[src/rtl/mc_ctrl_pkg.sv]
package mc_ctrl_pkg;

    localparam int STEP_W = 4;

    // State numbering matches the published step_id values.
    typedef enum logic [STEP_W-1:0] {
        ST_FETCH  = 4'd0,
        ST_DECODE = 4'd1,
        ST_ADDR   = 4'd2,
        ST_LD_MEM = 4'd3,
        ST_LD_WB  = 4'd4,
        ST_ST_MEM = 4'd5,
        ST_EXEC   = 4'd6,
        ST_R_WB   = 4'd7,
        ST_BRANCH = 4'd8,
        ST_JUMP   = 4'd9
    } step_t;

    localparam logic [1:0] ALU_ADD   = 2'b00;
    localparam logic [1:0] ALU_SUB   = 2'b01;
    localparam logic [1:0] ALU_FUNCT = 2'b10;

    localparam logic [1:0] BSEL_REG    = 2'b00;
    localparam logic [1:0] BSEL_FOUR   = 2'b01;
    localparam logic [1:0] BSEL_IMM    = 2'b10;
    localparam logic [1:0] BSEL_IMM_X4 = 2'b11;

    localparam logic [1:0] PCS_ALU  = 2'b00;
    localparam logic [1:0] PCS_REG  = 2'b01;
    localparam logic [1:0] PCS_JUMP = 2'b10;

    typedef struct packed {
        logic       dst_sel_rd;
        logic       rf_we;
        logic       alu_a_sel;
        logic       mem_rd;
        logic       mem_wr;
        logic       rf_wdata_mdr;
        logic       addr_sel_alu;
        logic       ir_we;
        logic       pc_we;
        logic       pc_we_cond;
        logic [1:0] alu_op;
        logic [1:0] alu_b_sel;
        logic [1:0] pc_src;
    } ctrl_t;

endpackage

[src/rtl/mc_step_next.sv]
module mc_step_next
    import mc_ctrl_pkg::*;
#(
    parameter int                OPC_W   = 6,
    parameter logic [OPC_W-1:0]  OP_RTYP = 6'h00,
    parameter logic [OPC_W-1:0]  OP_LOAD = 6'h23,
    parameter logic [OPC_W-1:0]  OP_STOR = 6'h2B,
    parameter logic [OPC_W-1:0]  OP_BREQ = 6'h04,
    parameter logic [OPC_W-1:0]  OP_JUMP = 6'h02
) (
    input  step_t             cur,
    input  logic [OPC_W-1:0]  opcode,
    output step_t             nxt
);

    step_t dispatch;

    // Decode-time dispatch on the instruction class.
    always_comb begin
        if (opcode == OP_LOAD || opcode == OP_STOR) dispatch = ST_ADDR;
        else if (opcode == OP_RTYP)                 dispatch = ST_EXEC;
        else if (opcode == OP_BREQ)                 dispatch = ST_BRANCH;
        else if (opcode == OP_JUMP)                 dispatch = ST_JUMP;
        else                                        dispatch = ST_FETCH;
    end

    always_comb begin
        unique case (cur)
            ST_FETCH:  nxt = ST_DECODE;
            ST_DECODE: nxt = dispatch;
            ST_ADDR:   nxt = (opcode == OP_LOAD) ? ST_LD_MEM : ST_ST_MEM;
            ST_LD_MEM: nxt = ST_LD_WB;
            ST_EXEC:   nxt = ST_R_WB;
            ST_LD_WB,
            ST_ST_MEM,
            ST_R_WB,
            ST_BRANCH,
            ST_JUMP:   nxt = ST_FETCH;
            default:   nxt = ST_FETCH;
        endcase
    end

endmodule

[src/rtl/mc_step_ctrl.sv]
module mc_step_ctrl
    import mc_ctrl_pkg::*;
(
    input  step_t cur,
    output ctrl_t ctl
);

    always_comb begin
        ctl = '0;
        unique case (cur)
            ST_FETCH: begin
                ctl.mem_rd    = 1'b1;
                ctl.ir_we     = 1'b1;
                ctl.pc_we     = 1'b1;
                ctl.alu_b_sel = BSEL_FOUR;
                ctl.alu_op    = ALU_ADD;
                ctl.pc_src    = PCS_ALU;
            end
            ST_DECODE: begin
                ctl.alu_b_sel = BSEL_IMM_X4;
                ctl.alu_op    = ALU_ADD;
            end
            ST_ADDR: begin
                ctl.alu_a_sel = 1'b1;
                ctl.alu_b_sel = BSEL_IMM;
                ctl.alu_op    = ALU_ADD;
            end
            ST_LD_MEM: begin
                ctl.mem_rd       = 1'b1;
                ctl.addr_sel_alu = 1'b1;
            end
            ST_LD_WB: begin
                ctl.rf_we        = 1'b1;
                ctl.rf_wdata_mdr = 1'b1;
            end
            ST_ST_MEM: begin
                ctl.mem_wr       = 1'b1;
                ctl.addr_sel_alu = 1'b1;
            end
            ST_EXEC: begin
                ctl.alu_a_sel = 1'b1;
                ctl.alu_b_sel = BSEL_REG;
                ctl.alu_op    = ALU_FUNCT;
            end
            ST_R_WB: begin
                ctl.dst_sel_rd = 1'b1;
                ctl.rf_we      = 1'b1;
            end
            ST_BRANCH: begin
                ctl.alu_a_sel  = 1'b1;
                ctl.alu_b_sel  = BSEL_REG;
                ctl.alu_op     = ALU_SUB;
                ctl.pc_we_cond = 1'b1;
                ctl.pc_src     = PCS_REG;
            end
            ST_JUMP: begin
                ctl.pc_we  = 1'b1;
                ctl.pc_src = PCS_JUMP;
            end
            default: ctl = '0;
        endcase
    end

endmodule

[src/rtl/mc_ctrl_fsm.sv]
module mc_ctrl_fsm
    import mc_ctrl_pkg::*;
#(
    parameter int                OPC_W   = 6,
    parameter logic [OPC_W-1:0]  OP_RTYP = 6'h00,
    parameter logic [OPC_W-1:0]  OP_LOAD = 6'h23,
    parameter logic [OPC_W-1:0]  OP_STOR = 6'h2B,
    parameter logic [OPC_W-1:0]  OP_BREQ = 6'h04,
    parameter logic [OPC_W-1:0]  OP_JUMP = 6'h02
) (
    input  logic              clk,
    input  logic              rst,
    input  logic [OPC_W-1:0]  opcode,
    output logic              dst_sel_rd,
    output logic              rf_we,
    output logic              alu_a_sel,
    output logic              mem_rd,
    output logic              mem_wr,
    output logic              rf_wdata_mdr,
    output logic              addr_sel_alu,
    output logic              ir_we,
    output logic              pc_we,
    output logic              pc_we_cond,
    output logic [1:0]        alu_op,
    output logic [1:0]        alu_b_sel,
    output logic [1:0]        pc_src,
    output logic [STEP_W-1:0] step_id
);

    step_t state_q;
    step_t state_d;
    ctrl_t ctl;

    mc_step_next #(
        .OPC_W  (OPC_W),
        .OP_RTYP(OP_RTYP),
        .OP_LOAD(OP_LOAD),
        .OP_STOR(OP_STOR),
        .OP_BREQ(OP_BREQ),
        .OP_JUMP(OP_JUMP)
    ) u_next (
        .cur   (state_q),
        .opcode(opcode),
        .nxt   (state_d)
    );

    mc_step_ctrl u_ctrl (
        .cur(state_q),
        .ctl(ctl)
    );

    // State register, synchronous reset.
    always_ff @(posedge clk) begin
        if (rst) state_q <= ST_FETCH;
        else     state_q <= state_d;
    end

    // Output unpacking.
    always_comb begin
        dst_sel_rd   = ctl.dst_sel_rd;
        rf_we        = ctl.rf_we;
        alu_a_sel    = ctl.alu_a_sel;
        mem_rd       = ctl.mem_rd;
        mem_wr       = ctl.mem_wr;
        rf_wdata_mdr = ctl.rf_wdata_mdr;
        addr_sel_alu = ctl.addr_sel_alu;
        ir_we        = ctl.ir_we;
        pc_we        = ctl.pc_we;
        pc_we_cond   = ctl.pc_we_cond;
        alu_op       = ctl.alu_op;
        alu_b_sel    = ctl.alu_b_sel;
        pc_src       = ctl.pc_src;
        step_id      = state_q;
    end

    logic opc_known;
    assign opc_known = (opcode == OP_RTYP) || (opcode == OP_LOAD) || (opcode == OP_STOR)
                    || (opcode == OP_BREQ) || (opcode == OP_JUMP);

    AST_RESET_TO_FETCH: assert property (@(posedge clk) rst |=> step_id == 4'd0);
    AST_FETCH_TO_DECODE: assert property (@(posedge clk) disable iff (rst)
        step_id == 4'd0 |=> step_id == 4'd1);
    AST_UNKNOWN_OPC_REFETCH: assert property (@(posedge clk) disable iff (rst)
        (step_id == 4'd1 && !opc_known) |=> step_id == 4'd0);
    AST_LOAD_MEM_TO_WB: assert property (@(posedge clk) disable iff (rst)
        step_id == 4'd3 |=> step_id == 4'd4);
    AST_EXEC_TO_RWB: assert property (@(posedge clk) disable iff (rst)
        step_id == 4'd6 |=> step_id == 4'd7);
    AST_TAIL_RETURNS: assert property (@(posedge clk) disable iff (rst)
        (step_id == 4'd4 || step_id == 4'd5 || step_id == 4'd7 || step_id == 4'd8 || step_id == 4'd9)
        |=> step_id == 4'd0);
    AST_MEM_STROBE_EXCL: assert property (@(posedge clk) disable iff (rst)
        !(mem_rd && mem_wr));
    AST_PC_WRITE_EXCL: assert property (@(posedge clk) disable iff (rst)
        !(pc_we && pc_we_cond));

endmodule

[config.mk]
export PLATFORM = sky130hd
export DESIGN_NAME = mc_ctrl_fsm
export DESIGN_NICKNAME = d
export VERILOG_FILES = /design/src/rtl/mc_ctrl_pkg.sv /design/src/rtl/mc_step_next.sv /design/src/rtl/mc_step_ctrl.sv /design/src/rtl/mc_ctrl_fsm.sv
export SDC_FILE = /design/constraint.sdc
export NUM_CORES = 1
export LEC_CHECK = 0
export CORE_AREA = 3 3 40 42
export DETAILED_ROUTE_END_ITERATION = 7
export DIE_AREA = 0 0 43 45
export GPL_TIMING_DRIVEN = 1
export PLACE_DENSITY_LB_ADDON = 0.12
export SLEW_MARGIN = 20
export SYNTH_ARGS = -nofsm -noshare
export SYNTH_HDL_FRONTEND = slang
export SYNTH_SLANG_ARGS = --single-unit
[constraint.sdc]
create_clock -name clk -period 2.77 [get_ports clk]
set_input_delay 0.554 -clock clk [delete_from_list [all_inputs] [get_ports clk]]
set_output_delay 0.554 -clock clk [all_outputs]
set_load 0.01 [all_outputs]
==> summary.md <==
| Metric | Value |
|---|---|
| EDFF count, synth | `0` |
| # port buffers | `27` |
| Vias post-DR | `491` |
| Sw Pwr | `0.0000495 W` |
| Fmax | `0.412 GHz` |
| Crit-path max cell delay | `0.59 ns` |
| Setup TNS | `0 ns` |
| Drt total wl | `1090 um` |
| Worst slew margin | `69.5%` |
| Ys Warns | `0` |
| Initial antenna violation count | `0` |
| Crit path cell chain | `nand2b_1 -> nand2_1 -> nor3_1 -> clkdlybuf4s50_1` |
| Worst setup SP type | `flop` |
| CTS hold repair buffers | `0` |
| Int Power | `0.000137 W` |
| Post_cts resized | `0` |
| All-Layer GR Usage | `12.3%` |
| Worst-path clk slew | `0.04 ns` |
| Crit path max fanout | `14` |
| Nets | `89` |
| Worst path bufs/invs | `1` |
| Arr. time, crit path | `1.87 ns` |
| Post-Syn Area | `407 um^2` |
| Post-synth top area cell | `dfxtp_1` |
| CTS tree | `yes` |
| Max cap viols | `0` |
| Post-CTS setup buffer count | `0` |
| Placed inst area | `663 um^2` |
| Static leakage | `0.227 nW` |
| Min-delay src | `step_id[0]$_SDFF_PP0_` |
| R2R Setup Slk | `1.16 ns` |
| Routed WL per cell | `11.6 um` |
| Worst setup path start | `step_id[0]$_SDFF_PP0_` |
| Clk_lat worst skew | `0.23 ns` |
| P per Cell Area | `272 mW/mm^2` |
| Synth Area per Inst | `7.53 um^2` |
| Die Y | `45 um` |
| Sink Count | `4` |
| Top FF cell, synth | `dfxtp_1` |
| #FFs+latches synth | `4` |
| Worst reg2reg path depth | `4` |
| Minimum clock period | `2.42 ns` |
| WP depth | `4` |
| Outcome | `completed` |
| Commonest non-fill, non-tap cell in the layout | `clkdlybuf4s50_1` |
| R2R Path End | `step_id[1]$_SDFF_PP0_` |
| Least-Margin Pin Slew | `0.456 ns` |
| Crit share post-route | `87.5%` |
| Cell family with most CP delay | `flip-flops` |
| Initial DRC count | `16` |
| Layout area overhead | `68.6%` |
| DIE AREA | `0.00194 mm^2` |
| Post-synthesis cell type count | `29` |
| Vias in the first global route | `408` |
| Max FFs per register | `4` |
| First-pass GRT wire length | `1800 um` |
| DR DRC count | `0` |
| CTS buffer count | `3` |
| Final Max Slew Viols | `0` |
| Final hold violations | `0` |
| Total power | `0.000187 W` |
| Core footprint | `0.00128 mm^2` |
| Slowest stage cell, crit path | `dfxtp_1` |
| Largest net degree at the start of global routing | `15` |
| Mapped Nets | `62` |
| Core Rows | `13` |
| Gate power share | `26.9%` |
| Die X-Extent | `43 um` |
| Register area share after synthesis | `19.7%` |
| Crit. End Element | `primary output` |
| Share of cells above drive strength 1 | `8.86%` |
| 1st-pass router iterations | `4` |
| Synth Instances | `54` |
| Reg2Reg Launch Point | `step_id[0]$_SDFF_PP0_` |
| H-tree Lvls | `1` |
| Routability Congestion | `0.846` |
| Clock power share | `38.7%` |
| # IOs | `28` |
| Setup crit end | `mem_rd` |
| Worst Hold Class | `reg -> reg` |
| Async SR Flop Fraction | `0%` |
| Post-synth top area share | `19.7%` |
| Pre-CTS setup slack | `0.590 ns` |
| WS Path Type | `reg -> out` |
| CTS Buffer Depth | `2` |
| Final core utilization | `53.4%` |
| Worst setup margin | `0.345 ns` |
| Worst VDD drop | `0.140 mV` |
| Switching share of power | `26.5%` |
| Root Buffer | `clkbuf_4` |
| Top area cells in the synthesized netlist | `dfxtp_1 20%, nor2_1 8.3%, nor3_1 7.4%` |
| Critical path required time | `2.22 ns` |
| Reg power frac | `34.4%` |
| Grt total ovfl | `0` |
| Most frequent cells in the layout | `27 x clkdlybuf4s50_1, 9 x nor2_1, 6 x nor3_1` |
| Clk_skew | `0.00221 ns` |
| DRT antenna net count | `0` |
| RSZ-0062 raised after global routing | `no` |
| Number of diodes | `0` |
| Via/cell ratio | `5.22` |
| Initial Util | `31.6%` |
| Final setup viols | `0` |
| DP HPWL | `848 um` |
| Final instance area | `686 um^2` |
synth_stat cells, types with 2 or more instances:
| cell type | instances |
|---|---|
| nand3_1 | 2 |
| xnor2_1 | 2 |
| dfxtp_1 | 4 |
| nor2_1 | 9 |
| nand2_1 | 3 |
| nor3_1 | 6 |
| buf_2 | 2 |
| nand2b_1 | 3 |
| nor4_1 | 3 |
layout make-up:
| type | instances | area, um^2 |
|---|---|---|
| fill | 140 | 599 |
| multi-input combinational | 45 | 294 |
| clock buffer | 3 | 22.5 |
| sequential | 4 | 80.1 |
| timing repair buffer | 27 | 270 |
| tap | 15 | 18.8 |
power groups by stage:
stage | clock, W | sequential, W | combinational (W)
final | 0.0000723 | 0.0000643 | 0.0000503
after global placement | 0 | 0.0000651 | 0.0000500
after global routing | 0.0000777 | 0.0000650 | 0.0000540
after detailed placement | 0 | 0.0000652 | 0.0000506
after floorplan | 0 | 0.0000626 | 0.0000219
after CTS | 0.0000747 | 0.0000643 | 0.0000506
metal layers:
| layer | vias up | share of wire, % | wire length [um] | track usage [%] |
|---|---|---|---|---|
| met5 | - | 0 | 0 | 0 |
| met4 | 0 | 0 | 0 | 7.23 |
| met3 | 0 | 10 | 111 | 2.39 |
| met2 | 29 | 48 | 523 | 19.8 |
| met1 | 214 | 42 | 456 | 15.4 |
| li1 | 248 | - | - | - |
cells by family (layout without fill, tap and decap cells):
family / Yosys count / count (layout) / share of synthesized area (%)
AOI/OAI and AO/OA: 6 / 6 / 11.4
xor gates and xnor gates: 2 / 2 / 4.31
buffers and inverters: 5 / 30 / 8.00
DFF: 4 / 4 / 19.7
and+or+nand+nor: 37 / 37 / 56.6
worst min path at each step:
stage          cells after the start                     to  slack, ns
3_5_place_dp                       1  step_id[0]$_SDFF_PP0_       0.65
4_1_cts                            1  step_id[0]$_SDFF_PP0_       0.66
5_1_grt                            1  step_id[0]$_SDFF_PP0_       0.73
2_1_floorplan                      2  step_id[1]$_SDFF_PP0_       0.59
6_report                           1  step_id[0]$_SDFF_PP0_       0.65
3_3_place_gp                       1  step_id[0]$_SDFF_PP0_       0.63
worst register-to-register path, delay by kind of cell (launching register included):
| family | cells | cell delay, ns |
|---|---|---|
| compound gates | 1 | 0.08 |
| flops | 1 | 0.59 |
| simple gates | 3 | 0.81 |
through the flow:
step                      hold slack, ns  instances
final                              0.653         94
after global routing               0.730         94
after CTS                          0.657         94
after detailed placement           0.649         91
after global placement             0.628         91
after floorplan                    0.593         54
Note: power is estimated with default switching activity, not from simulation.
